## config.mk

```make
export PLATFORM = sky130hd
export DESIGN_NAME = link_quality_unit
export DESIGN_NICKNAME = d
export VERILOG_FILES = /design/src/rtl/lqu_pkg.sv /design/src/rtl/lqu_ed_avg.sv /design/src/rtl/lqu_run_avg.sv /design/src/rtl/lqu_lqi_snap.sv /design/src/rtl/link_quality_unit.sv
export SDC_FILE = /design/constraint.sdc
export NUM_CORES = 1
export LEC_CHECK = 0
export CAP_MARGIN = 5
export CORE_MARGIN = 2
export CORE_UTILIZATION = 45
export DETAILED_ROUTE_END_ITERATION = 7
export GPL_ROUTABILITY_DRIVEN = 0
export PLACE_DENSITY = 0.62
export SETUP_SLACK_MARGIN = 0.15
export SLEW_MARGIN = 0
export SYNTH_ARGS = -nofsm -noshare
export SYNTH_HDL_FRONTEND = slang
export SYNTH_SLANG_ARGS = --single-unit
```

## constraint.sdc

```tcl
create_clock -name clk -period 6.4 [get_ports clk]
set_input_delay 0.64 -clock clk [delete_from_list [all_inputs] [get_ports clk]]
set_output_delay 0.64 -clock clk [all_outputs]
set_load 0.005 [all_outputs]
```

## src/rtl/lqu_pkg.sv

```systemverilog
package lqu_pkg;

    localparam int SAMPLE_W = 8;
    localparam logic [31:0] SAMPLE_MAX = (32'd1 << SAMPLE_W) - 32'd1;

    typedef logic [SAMPLE_W-1:0] sample_t;

    typedef enum logic {
        SRC_RSSI = 1'b0,
        SRC_CORR = 1'b1
    } lqi_src_e;

    typedef struct packed {
        logic    flag;
        sample_t value;
    } result_t;

    function automatic sample_t clamp_sample(input logic [31:0] v);
        if (v > SAMPLE_MAX) begin
            return '1;
        end
        return v[SAMPLE_W-1:0];
    endfunction

endpackage

```

## src/rtl/lqu_ed_avg.sv

```systemverilog
module lqu_ed_avg
    import lqu_pkg::*;
#(
    parameter int WINDOW_TICKS = 128,
    parameter int AVG_LOG2     = 3
) (
    input  logic    clk,
    input  logic    rst,
    input  logic    ed_start,
    input  logic    us_tick,
    input  logic    rssi_stb,
    input  sample_t rssi_data,
    output result_t ed_res
);
    localparam int CNT_W = $clog2(WINDOW_TICKS + 1);
    localparam int ACC_W = SAMPLE_W + AVG_LOG2 + 1;
    localparam logic [CNT_W-1:0] LAST_TICK = CNT_W'(WINDOW_TICKS - 1);
    localparam logic [ACC_W-1:0] ACC_MAX   = '1;

    typedef struct packed {
        logic             busy;
        logic [CNT_W-1:0] ticks;
        logic [ACC_W-1:0] acc;
    } ed_state_t;

    ed_state_t        st_q, st_d;
    result_t          res_q, res_d;
    logic [ACC_W:0]   wide_sum;
    logic [ACC_W-1:0] acc_next;
    logic             closing;

    always_comb begin
        wide_sum = {1'b0, st_q.acc} + (ACC_W + 1)'(rssi_stb ? rssi_data : sample_t'(0));
        acc_next = wide_sum[ACC_W] ? ACC_MAX : wide_sum[ACC_W-1:0];
        closing  = st_q.busy && us_tick && (st_q.ticks == LAST_TICK);
    end

    always_comb begin
        st_d  = st_q;
        res_d = res_q;
        if (ed_start) begin
            st_d       = '0;
            st_d.busy  = 1'b1;
            res_d.flag = 1'b0;
        end else if (st_q.busy) begin
            if (closing) begin
                st_d        = '0;
                res_d.flag  = 1'b1;
                res_d.value = clamp_sample(32'(acc_next >> AVG_LOG2));
            end else begin
                st_d.acc = acc_next;
                if (us_tick) begin
                    st_d.ticks = st_q.ticks + 1'b1;
                end
            end
        end
    end

    always_ff @(posedge clk) begin
        if (rst) begin
            st_q  <= '0;
            res_q <= '0;
        end else begin
            st_q  <= st_d;
            res_q <= res_d;
        end
    end

    assign ed_res = res_q;

    // a finished result stays flagged until the next start
    p_done_hold_r2: assert property (@(posedge clk) disable iff (rst)
        (ed_res.flag && !ed_start) |=> ed_res.flag);

    // the tick count never reaches the window length while running
    p_ticks_bound_r2: assert property (@(posedge clk) disable iff (rst)
        st_q.busy |-> (32'(st_q.ticks) < WINDOW_TICKS));

    // a start always withdraws the previous result
    p_start_drops_r3: assert property (@(posedge clk) disable iff (rst)
        ed_start |=> (!ed_res.flag && st_q.busy));

    // idle cycles leave the result untouched
    p_idle_stable_r4: assert property (@(posedge clk) disable iff (rst)
        (!st_q.busy && !ed_start) |=> $stable(ed_res));

    // the partial sum never shrinks inside one window
    p_acc_monotonic_r8: assert property (@(posedge clk) disable iff (rst)
        (st_q.busy && !ed_start && !closing) |=> (st_q.acc >= $past(st_q.acc)));

endmodule

```

## src/rtl/lqu_run_avg.sv

```systemverilog
module lqu_run_avg
    import lqu_pkg::*;
#(
    parameter int AVG_LOG2 = 3
) (
    input  logic    clk,
    input  logic    rst,
    input  logic    rssi_stb,
    input  sample_t rssi_data,
    input  logic    cont_en,
    output sample_t avg_now,
    output sample_t running
);
    localparam int DEPTH = 1 << AVG_LOG2;
    localparam int SUM_W = SAMPLE_W + AVG_LOG2;

    logic [DEPTH-1:0][SAMPLE_W-1:0] taps_q;
    logic [SUM_W-1:0]               sum_q, sum_d;
    sample_t                        running_q;

    always_comb begin
        sum_d = sum_q + SUM_W'(rssi_data) - SUM_W'(taps_q[DEPTH-1]);
    end

    always_ff @(posedge clk) begin
        if (rst) begin
            taps_q    <= '0;
            sum_q     <= '0;
            running_q <= '0;
        end else if (rssi_stb) begin
            taps_q <= {taps_q[DEPTH-2:0], rssi_data};
            sum_q  <= sum_d;
            if (cont_en) begin
                running_q <= SAMPLE_W'(sum_d >> AVG_LOG2);
            end
        end
    end

    assign avg_now = SAMPLE_W'(sum_q >> AVG_LOG2);
    assign running = running_q;

    // without an enabled strobe the running value holds
    p_running_hold_r7: assert property (@(posedge clk) disable iff (rst)
        !(rssi_stb && cont_en) |=> $stable(running));

    // the mean only moves when a sample arrives
    p_mean_needs_sample_r6: assert property (@(posedge clk) disable iff (rst)
        !rssi_stb |=> $stable(avg_now));

endmodule

```

## src/rtl/lqu_lqi_snap.sv

```systemverilog
module lqu_lqi_snap
    import lqu_pkg::*;
#(
    parameter int DELAY_TICKS = 64
) (
    input  logic     clk,
    input  logic     rst,
    input  logic     pre_det,
    input  logic     us_tick,
    input  lqi_src_e src,
    input  sample_t  corr_peak,
    input  sample_t  rssi_avg,
    output result_t  lqi_res
);
    localparam int CNT_W = $clog2(DELAY_TICKS + 1);
    localparam logic [CNT_W-1:0] LAST_TICK = CNT_W'(DELAY_TICKS - 1);

    logic             armed_q, armed_d;
    logic [CNT_W-1:0] cnt_q, cnt_d;
    result_t          res_q, res_d;

    always_comb begin
        armed_d = armed_q;
        cnt_d   = cnt_q;
        res_d   = res_q;
        if (pre_det) begin
            armed_d    = 1'b1;
            cnt_d      = '0;
            res_d.flag = 1'b0;
        end else if (armed_q && us_tick) begin
            if (cnt_q == LAST_TICK) begin
                armed_d     = 1'b0;
                cnt_d       = '0;
                res_d.flag  = 1'b1;
                res_d.value = (src == SRC_CORR) ? corr_peak : rssi_avg;
            end else begin
                cnt_d = cnt_q + 1'b1;
            end
        end
    end

    always_ff @(posedge clk) begin
        if (rst) begin
            armed_q <= 1'b0;
            cnt_q   <= '0;
            res_q   <= '0;
        end else begin
            armed_q <= armed_d;
            cnt_q   <= cnt_d;
            res_q   <= res_d;
        end
    end

    assign lqi_res = res_q;

    // a preamble pulse withdraws the captured value
    p_pre_clears_r5: assert property (@(posedge clk) disable iff (rst)
        pre_det |=> !lqi_res.flag);

    // a valid capture holds until the next preamble
    p_capture_hold_r5: assert property (@(posedge clk) disable iff (rst)
        (lqi_res.flag && !pre_det) |=> (lqi_res.flag && $stable(lqi_res.value)));

    // a capture only happens on a microsecond tick
    p_capture_on_tick_r5: assert property (@(posedge clk) disable iff (rst)
        $rose(lqi_res.flag) |-> $past(us_tick));

    // the captured value comes from one of the two sources
    p_capture_source_r6: assert property (@(posedge clk) disable iff (rst)
        $rose(lqi_res.flag) |->
            (lqi_res.value == $past(corr_peak) || lqi_res.value == $past(rssi_avg)));

    // waiting and valid never overlap
    p_armed_excl_r5: assert property (@(posedge clk) disable iff (rst)
        armed_q |-> !lqi_res.flag);

endmodule

```

## src/rtl/link_quality_unit.sv

```systemverilog
module link_quality_unit
    import lqu_pkg::*;
#(
    parameter int ED_WINDOW_US = 128,
    parameter int LQI_DELAY_US = 64,
    parameter int AVG_LOG2     = 3
) (
    input  logic                clk,
    input  logic                rst,
    input  logic                us_tick,
    input  logic                rssi_stb,
    input  logic [SAMPLE_W-1:0] rssi_data,
    input  logic [SAMPLE_W-1:0] corr_peak,
    input  logic                pre_det,
    input  logic                ed_start,
    input  logic                lqi_use_corr,
    input  logic                cont_en,
    output logic [SAMPLE_W-1:0] ed_value,
    output logic                ed_done,
    output logic [SAMPLE_W-1:0] lqi_value,
    output logic                lqi_valid,
    output logic [SAMPLE_W-1:0] lqi_running
);
    result_t  ed_res;
    result_t  lqi_res;
    sample_t  mean_now;
    sample_t  mean_run;
    lqi_src_e src_sel;

    assign src_sel = lqi_use_corr ? SRC_CORR : SRC_RSSI;

    lqu_ed_avg #(
        .WINDOW_TICKS(ED_WINDOW_US),
        .AVG_LOG2    (AVG_LOG2)
    ) u_ed (
        .clk      (clk),
        .rst      (rst),
        .ed_start (ed_start),
        .us_tick  (us_tick),
        .rssi_stb (rssi_stb),
        .rssi_data(rssi_data),
        .ed_res   (ed_res)
    );

    lqu_run_avg #(
        .AVG_LOG2(AVG_LOG2)
    ) u_run (
        .clk      (clk),
        .rst      (rst),
        .rssi_stb (rssi_stb),
        .rssi_data(rssi_data),
        .cont_en  (cont_en),
        .avg_now  (mean_now),
        .running  (mean_run)
    );

    lqu_lqi_snap #(
        .DELAY_TICKS(LQI_DELAY_US)
    ) u_snap (
        .clk      (clk),
        .rst      (rst),
        .pre_det  (pre_det),
        .us_tick  (us_tick),
        .src      (src_sel),
        .corr_peak(corr_peak),
        .rssi_avg (mean_now),
        .lqi_res  (lqi_res)
    );

    assign ed_value    = ed_res.value;
    assign ed_done     = ed_res.flag;
    assign lqi_value   = lqi_res.value;
    assign lqi_valid   = lqi_res.flag;
    assign lqi_running = mean_run;

    // every output is cleared one edge after reset
    p_reset_clear_r1: assert property (@(posedge clk)
        rst |=> (!ed_done && !lqi_valid && ed_value == '0 &&
                 lqi_value == '0 && lqi_running == '0));

endmodule

```

==> results of run 1 <==
==> routing by layer <==
metal / vias to the layer above / share of wire
met2: 76 / 0.45
li1: 2403 / -
met5: - / 0
met3: 12 / 0.035
met4: 0 / 0.013
met1: 2145 / 0.50
==> power by group <==
part	internal (W)	switching (W)	total (W)
Combinational	0.000199	0.000264	0.000463
Clock	0.000540	0.000327	0.000867
Sequential	0.000854	0.0000355	0.000890
==> flip-flops by register name, indices dropped and copies added, names as in the netlist <==
name / flops
u_snap.lqi_res: 9
u_ed.ed_res: 9
u_snap.armed_q: 1
u_run.taps_q: 64
u_run.running: 8
u_ed.st_q: 21
u_snap.cnt_q: 7
u_run.sum_q: 11
==> worst max-delay path, stage by stage <==
cell	delay [ps]
buf_4	130
inv_1	550
nor2_1	290
fa_1	510
a211oi_1	340
o21ai_1	130
a31oi_2	380
nor2_1	280
nor3_1	330
a211oi_1	110
==> stage by stage <==
step	instance area, sq um	util	cells
after detailed placement	6659	0.5028	870
final	7193	0.5432	900
after floorplan	6083	-	677
after global placement	6659	0.5028	870
after CTS	7193	0.5432	900
after global routing	7193	0.5432	900
==> cells by family (layout without fill, tap and decap cells) <==
logic type	Yosys count	in the layout
AO/OA/AOI/OAI	116	116
XOR/XNOR	16	16
flip-flops	130	130
buffers and inverters	74	121
adder cells (fa/ha/maj)	30	30
multiplexers	69	69
AND/OR/NAND/NOR	242	242
==> path summary, 6_finish.rpt <==
path / endpoint / slack, ps / cells after the start / startpoint
worst max-delay path: u_ed.ed_res[6] / 2960 / 10 / rssi_stb
worst min-delay path: u_run.running[0] / 460 / 2 / u_run.running[0]
worst min register to register: u_run.running[0] / 460 / 2 / u_run.running[0]
worst max register to register: u_run.sum_q[10] / 3580 / 9 / u_run.sum_q[1]
==> area by class of cell <==
type,instances,area share
inverter,40,0.02087
clock buffer,26,0.07079
sequential,130,0.3618
multi-input combinational,473,0.4429
timing repair buffer,51,0.06958
tap,176,0.03061
clock inverter,4,0.003479
==> placed cells by master (no fill, tap or decap), types with 6 or more instances in the layout <==
master and count:
a211oi_1 20, inv_1 40, a21oi_1 40, clkdlybuf4s50_1 47, xnor2_1 9, nor3_1 14
fa_1 9, nand3_1 15, o21ai_0 19, xor2_1 7, nand2b_1 12, nand3b_1 6
and2_1 6, or3_1 8, mux2i_1 69, clkbuf_16 17, nor2_1 125, dfxtp_1 130
nand2_1 33, ha_1 21
==> metrics.yaml, run 1 <==
routing:
  drc: 0
  ant_nets: 0
  wl_mm: 12.54
  avgViaCountPerCell: 5.151
  firstDrtPassIters: 4
  vias: 4636
  drt_iter0_drc: 211
  wl_per_cell_um: 13.94
timing:
  maxSlewViolCount: 0
  hold_viol: 0
  fmax_ghz: 0.2910
  setup_viol_count_final: 0
  worst_slew_margin_rel: 0.2521
  worst_pin_slew_ps: 1122
  finClkSkew_ps: 7.494
  rsz0062_at_grt: "no"
  setup_ws_ps: 2964
  setup_tns_ps: 0
  hold_slack_ps: 456.7
  fin_crit_ps: 3436
  period_share: 0.5369
cells_and_area:
  fillers: 1258
  drive_gt1_frac: 0.05939
  multiInputGateArea_sq_mm: 0.003186
  syn_to_final_growth_pct: 18.24
  nets: 767
  n_antenna_cell: 0
  seqCellArea_sq_mm: 0.002603
grt:
  track_usage: 0.1848
  grt_overflow: 0
  grt_pass1_vias: 4453
  gr-max-usage-layer: "met2"
  grt_antenna_before_repair: 0
  grt_max_degree: 73
  grt_use_met3: 0.04528
  grt_pass1_wl_mm: 21.22
  grt_use_met1: 0.2481
  grt_use_met2: 0.2869
flow_run:
  drv_cap: 0
setup_path:
  crit_type: "primary input to flip-flop"
  required_ps: 6670
  critPathMaxFanout: 21
  setup.worst_path.end_class: "flip-flop"
  start_kind: "primary input"
  crit_arrival_ps: 3710
synthesis:
  ys_dominant_reg_cell: "dfxtp_1"
  synthArstFlopShare: 0
  yosysWarnings: 0
  yosysSeqAreaShare: 0.4278
  synth_top_family_by_area: "simple AND/OR/NAND/NOR gates"
  synth.distinct_cells: 57
  yosys.area_share.adder: 0.07281
  synth_top_area_frac: 0.4278
  synth_mux_area_frac: 0.1135
  synth_top_area_cell: "dfxtp_1"
  netlist_top_cells_area: "dfxtp_1, mux2i_1, nor2_1"
  ys_seq_elements: 130
  syn_nets: 731
  syn_inst: 677
  synth-xor-area-share: 0.02304
  yosys.area_share.simple: 0.1882
  synth_area_sq_mm: 0.006083
  syn_area_per_cell_sq_um: 8.986
  synth_compound_area_frac: 0.1261
  synth-edff-count: 0
  synth_common_cells: "dfxtp_1, nor2_1, mux2i_1"
  synth.most_common_cell: "dfxtp_1"
clocking:
  postCtsSetupBuffers: 0
  clk_latency_ps: 420
  clkTransAtPathRegs_ps: 50
  cts_root_buf: "clkbuf_16"
  numCtsBuffers: 17
  clock_path_buffers: 2
  h-tree-depth: 4
  cts_sinks: 130
  cts-hold-fix-buffers: 0
  cts-resized-gates: 0
  cts_tree: "built"
die:
  rows: 42
  fp.dieH_um: 120.3
  initial_core_util: 0.4594
  design.portCount: 50
  fp.coreArea_sq_mm: 0.01324
  fp.dieW_um: 120.3
  die_area_sq_mm: 0.01446
placement:
  io_buffer_count: 49
  dp_hpwl_mm: 8.849
  dp_slack_ps: 2539
power:
  vdd_drop_max_uv: 190.1
  total_power_w: 0.002219
  powerDensity_mw_per_mm2: 308.5
  power.leakage_nw: 2.924
worst_hold_path:
  min_path_type: "flip-flop to flip-flop"
run_status:
  run_status: "finished, final reports clean"
Note: power is estimated with default switching activity, not from simulation.
==> run 2: changes to the inputs <==
- clock period: 6.4 -> 3.4 ns (I/O delays scaled with it)
==> metrics.yaml, run 2 (synthesis gave the netlist of run 1 again) <==
clocking:
  clk_latency_ps: 410
  clkTransAtPathRegs_ps: 50
  cts_sinks: 130
  cts_root_buf: "clkbuf_16"
  cts-hold-fix-buffers: 0
  cts_tree: "built"
  postCtsSetupBuffers: 0
  clock_path_buffers: 2
  h-tree-depth: 4
  numCtsBuffers: 17
  cts-resized-gates: 0
placement:
  dp_hpwl_mm: 8.709
  io_buffer_count: 49
  placed_area_sq_mm: 0.006711
  dp_slack_ps: 106.6
die:
  fp.coreArea_sq_mm: 0.01324
  rows: 42
  fp.dieW_um: 120.3
  initial_core_util: 0.4594
  design.portCount: 50
  die_area_sq_mm: 0.01446
  fp.dieH_um: 120.3
setup_path:
  setup.worst_path.end_class: "flip-flop"
  critPathMaxFanout: 3
  r2r_setup_slack_ps: 570
  crit_arrival_ps: 3180
  crit_type: "primary input to flip-flop"
  regToRegEndpoint: "u_run.sum_q[8]"
  regToRegStartpoint: "u_run.sum_q[3]"
  rr_worst_depth: 10
  start_kind: "primary input"
  required_ps: 3700
routing:
  wl_per_cell_um: 13.74
  avgViaCountPerCell: 5.207
  vias: 4733
  firstDrtPassIters: 4
  drt_iter0_drc: 304
  wl_mm: 12.49
  drc: 0
  ant_nets: 0
cells_and_area:
  mostFrequentLayoutCells: "dfxtp_1, nor2_1, mux2i_1, clkdlybuf4s50_1"
  multiInputGateArea_sq_mm: 0.003186
  drive_gt1_frac: 0.07367
  reg.largest.list: "u_run.taps_q: 64 flops, u_ed.st_q: 21 flops, u_run.sum_q: 11 flops"
  seqCellArea_sq_mm: 0.002603
  regMostFlops: "u_run.taps_q"
  syn_to_final_growth_pct: 20.67
  final_cell_area_sq_mm: 0.007341
  n_antenna_cell: 0
  final_common_cell: "dfxtp_1"
  nets: 774
  largest_register_ffs: 64
  fillers: 1179
grt:
  grt_antenna_before_repair: 0
  grt_overflow: 0
  grt_pass1_wl_mm: 21.03
  grt_max_degree: 72
  track_usage: 0.1818
  grt_pass1_vias: 4434
timing:
  setup_viol_count_final: 0
  fin_crit_ps: 2876
  maxSlewViolCount: 0
  hold_viol: 0
  rsz0062_at_grt: "no"
  setup_tns_ps: 0
  worst_slew_margin_rel: 0.2810
  period_share: 0.8460
  setup_ws_ps: 523.7
  finClkSkew_ps: 5.670
  worst_pin_slew_ps: 1078
  fmax_ghz: 0.3477
worst_hold_path:
  holdPathEnd: "u_run.sum_q[2]"
  min_path_type: "primary input to flip-flop"
  min_from: "rssi_stb"
  min_delay_path_depth: 3
power:
  intPower_w: 0.003283
  p_switching_w: 0.001207
  power_switching_share: 0.2688
  power.leakage_nw: 3.006
  seqPwrFrac: 0.372
  vdd_drop_max_uv: 361.2
  powerDensity_mw_per_mm2: 611.6
  p_comb_frac: 0.198
  total_power_w: 0.004490
  clkPwrFrac: 0.430
run_status:
  run_status: "finished, final reports clean"
flow_run:
  drv_cap: 0
run 2: layer usage:
metal  routed length (um)  vias up  track usage
li1                     -     2421            -
met1                 6155     2202       0.2461
met2                 5524       93       0.2738
met3                  577       17      0.05094
met4                  230        0      0.07413
met5                    0        -            0
run 2: area by class of cell:
type                            instances  area share
Multi-Input combinational cell        473      0.4340
Timing Repair Buffer                   58     0.07534
Inverter                               40     0.02045
Clock buffer                           22     0.06460
Sequential cell                       130      0.3545
Tap cell                              176     0.03000
Clock inverter                         10     0.02114
run 2: metrics by stage:
stage                       util  hold WS, ps  std cells
after floorplan                -        450.3        677
after global placement    0.5068        446.9        877
after detailed placement  0.5068        450.1        877
after CTS                 0.5543        225.7        909
after global routing      0.5543        274.4        909
final                     0.5543        246.2        909
run 2: power groups by stage:
stage                     sequential (W)  combinational [W]  clock (W)
after global placement           0.00170           0.000866          0
after detailed placement         0.00170           0.000881          0
after global routing             0.00168            0.00100    0.00204
final                            0.00167           0.000889    0.00193
after floorplan                  0.00168           0.000637          0
after CTS                        0.00167           0.000889    0.00197
run 2: critical path: stages:
cell and delay, ps:
clkdlybuf4s50_1 460, inv_1 60, fa_1 520, fa_1 470
nand2b_1 210, a2111oi_2 420, o21ba_2 220, a211oi_2 50
buf_4 140, o311ai_0 280
run 2: worst max-delay path by stage:
stage                      start               end  slack (ps)  cells after the start
detailed placement  rssi_data[1]   u_run.sum_q[10]         110                     10
global route        rssi_data[1]  u_run.running[7]         310                     10
finish              rssi_data[1]  u_run.running[7]         520                     10
global placement    rssi_data[1]   u_run.sum_q[10]         110                     10
floorplan               rssi_stb    u_ed.ed_res[0]         740                     10
CTS                 rssi_data[1]   u_run.sum_q[10]         540                     10
==> run 3: changes to the inputs <==
- PLACE_DENSITY: 0.62 -> 0.65
- clock period: 3.4 -> 2.4 ns (I/O delays scaled with it)
==> metrics.yaml, run 3 (synthesis gave the netlist of run 1 again) <==
cells_and_area:
  mostFrequentLayoutCells: "dfxtp_1, nor2_1, buf_4, mux2i_1, clkdlybuf4s50_1"
  n_antenna_cell: 0
  nets: 854
  drive_gt1_frac: 0.2571
  reg.largest.list: "u_run.taps_q: 64 flops, u_ed.st_q: 21 flops, u_run.sum_q: 11 flops"
  final_common_cell: "dfxtp_1"
  regMostFlops: "u_run.taps_q"
  syn_to_final_growth_pct: 37.06
  largest_register_ffs: 64
run_status:
  violations: "negative setup slack"
  run_status: "finished, violations left"
die:
  design.portCount: 50
  initial_core_util: 0.4594
  fp.dieH_um: 120.3
  fp.coreArea_sq_mm: 0.01324
  fp.dieW_um: 120.3
  die_area_sq_mm: 0.01446
  rows: 42
grt:
  grt_antenna_before_repair: 0
  grt_pass1_vias: 4942
  grt_max_degree: 49
  track_usage: 0.1979
  grt_pass1_wl_mm: 23.07
  grt_overflow: 0
flow_run:
  drv_cap: 0
timing:
  worst_pin_slew_ps: 667.1
  hold_viol: 0
  setup_viol_count_final: 8
  fin_crit_ps: 2532
  setup_ws_ps: -132.5
  hold_slack_ps: 231.0
  rsz0062_at_grt: "yes"
  fmax_ghz: 0.3949
  finClkSkew_ps: 9.309
  period_share: 1.055
  maxSlewViolCount: 0
  worst_slew_margin_rel: 0.5552
routing:
  avgViaCountPerCell: 5.181
  vias: 5124
  drt_iter0_drc: 271
  firstDrtPassIters: 4
  ant_nets: 0
  wl_per_cell_um: 14.30
  drc: 0
  wl_mm: 14.14
clocking:
  cts_sinks: 130
  numCtsBuffers: 17
  cts_root_buf: "clkbuf_16"
  clock_path_buffers: 2
  cts-hold-fix-buffers: 0
  clk_latency_ps: 410
  cts_tree: "built"
  h-tree-depth: 4
  clkTransAtPathRegs_ps: 60
setup_path:
  crit_type: "primary input to flip-flop"
  critPathMaxFanout: 3
  required_ps: 2720
  setup.worst_path.end_class: "flip-flop"
  crit_arrival_ps: 2850
  start_kind: "primary input"
power:
  power.leakage_nw: 3.418
  vdd_drop_max_uv: 559.6
  powerDensity_mw_per_mm2: 823.9
  total_power_w: 0.006870
placement:
  io_buffer_count: 49
  dp_hpwl_mm: 9.716
worst_hold_path:
  min_path_type: "primary input to flip-flop"
run 3: cell count changes in the layout (fill, tap and decap cells not counted), moves of 5 or more:
| cell | delta |
|---|---|
| a21oi_1 | -6 |
| a21oi_2 | +5 |
| buf_4 | +76 |
| dfxtp_1 | -9 |
| dfxtp_2 | +9 |
| ha_1 | -14 |
| ha_4 | +14 |
| inv_1 | -11 |
| inv_2 | +9 |
| nor2_1 | -10 |
| nor2_2 | +7 |
| o21ai_0 | -10 |
| o21ai_1 | +5 |
run 3: final timing paths:
check,slack (ps),cells after the start,from,to
min,230,2,rst,u_run.taps_q[31]
min reg2reg,460,2,u_run.running[1],u_run.running[1]
max,-130,11,rssi_data[3],u_run.sum_q[8]
max reg2reg,-130,11,u_run.sum_q[2],u_run.sum_q[8]
run 3: worst max-delay path, stage by stage:
cell	delay, ps
clkdlybuf4s50_1	470
inv_2	50
fa_1	560
inv_2	50
ha_4	220
o21ai_4	190
a21oi_4	50
o21a_1	210
o211a_1	240
or4_1	470
o311ai_1	80
run 3: layout make-up:
class,instances,area (sq um)
Fill cell,1090,4905
Tap cell,176,220.2
Timing Repair Buffer,138,1174
Clock inverter,12,132.6
Multi-Input combinational cell,473,3586
Sequential cell,130,2614
Inverter,40,155.1
Clock buffer,20,456.7
run 3: routing by layer:
layer / up-vias / track usage / part of all wire
li1: 2578 / - / -
met1: 2450 / 0.2475 / 0.45
met2: 79 / 0.3306 / 0.50
met3: 17 / 0.05000 / 0.033
met4: 0 / 0.07267 / 0.014
met5: - / 0 / 0
run 3: power breakdown:
| group | total, W | leakage (nW) | switching (W) | internal, W |
|---|---|---|---|---|
| registers | 0.00236 | 1.06 | 0.0000749 | 0.00228 |
| clock network | 0.00254 | 0.282 | 0.000954 | 0.00158 |
| logic | 0.00198 | 2.08 | 0.000968 | 0.00101 |
run 3: metrics by stage:
step / setup TNS (ps) / cells / utilization / setup WS [ps] / instance area (sq um)
2_1_floorplan: -1029 / 677 / - / -121.9 / 6187
4_1_cts: -462.6 / 985 / 0.6095 / -117.0 / 8071
6_report: -575.2 / 989 / 0.6296 / -132.5 / 8338
5_1_grt: -1374 / 989 / 0.6296 / -229.2 / 8338
3_3_place_gp: -14630 / 945 / 0.5541 / -591.4 / 7338
3_5_place_dp: -16560 / 945 / 0.5541 / -681.6 / 7338
run 3: what timing repair did:
action | 4_1_cts | 5_1_grt
buffers inserted | 8 | 3
setup endpoints to repair | 34 | 34
resized for setup | 37 | 54
gates cloned | 0 | 1
pin swaps | 18 | 24
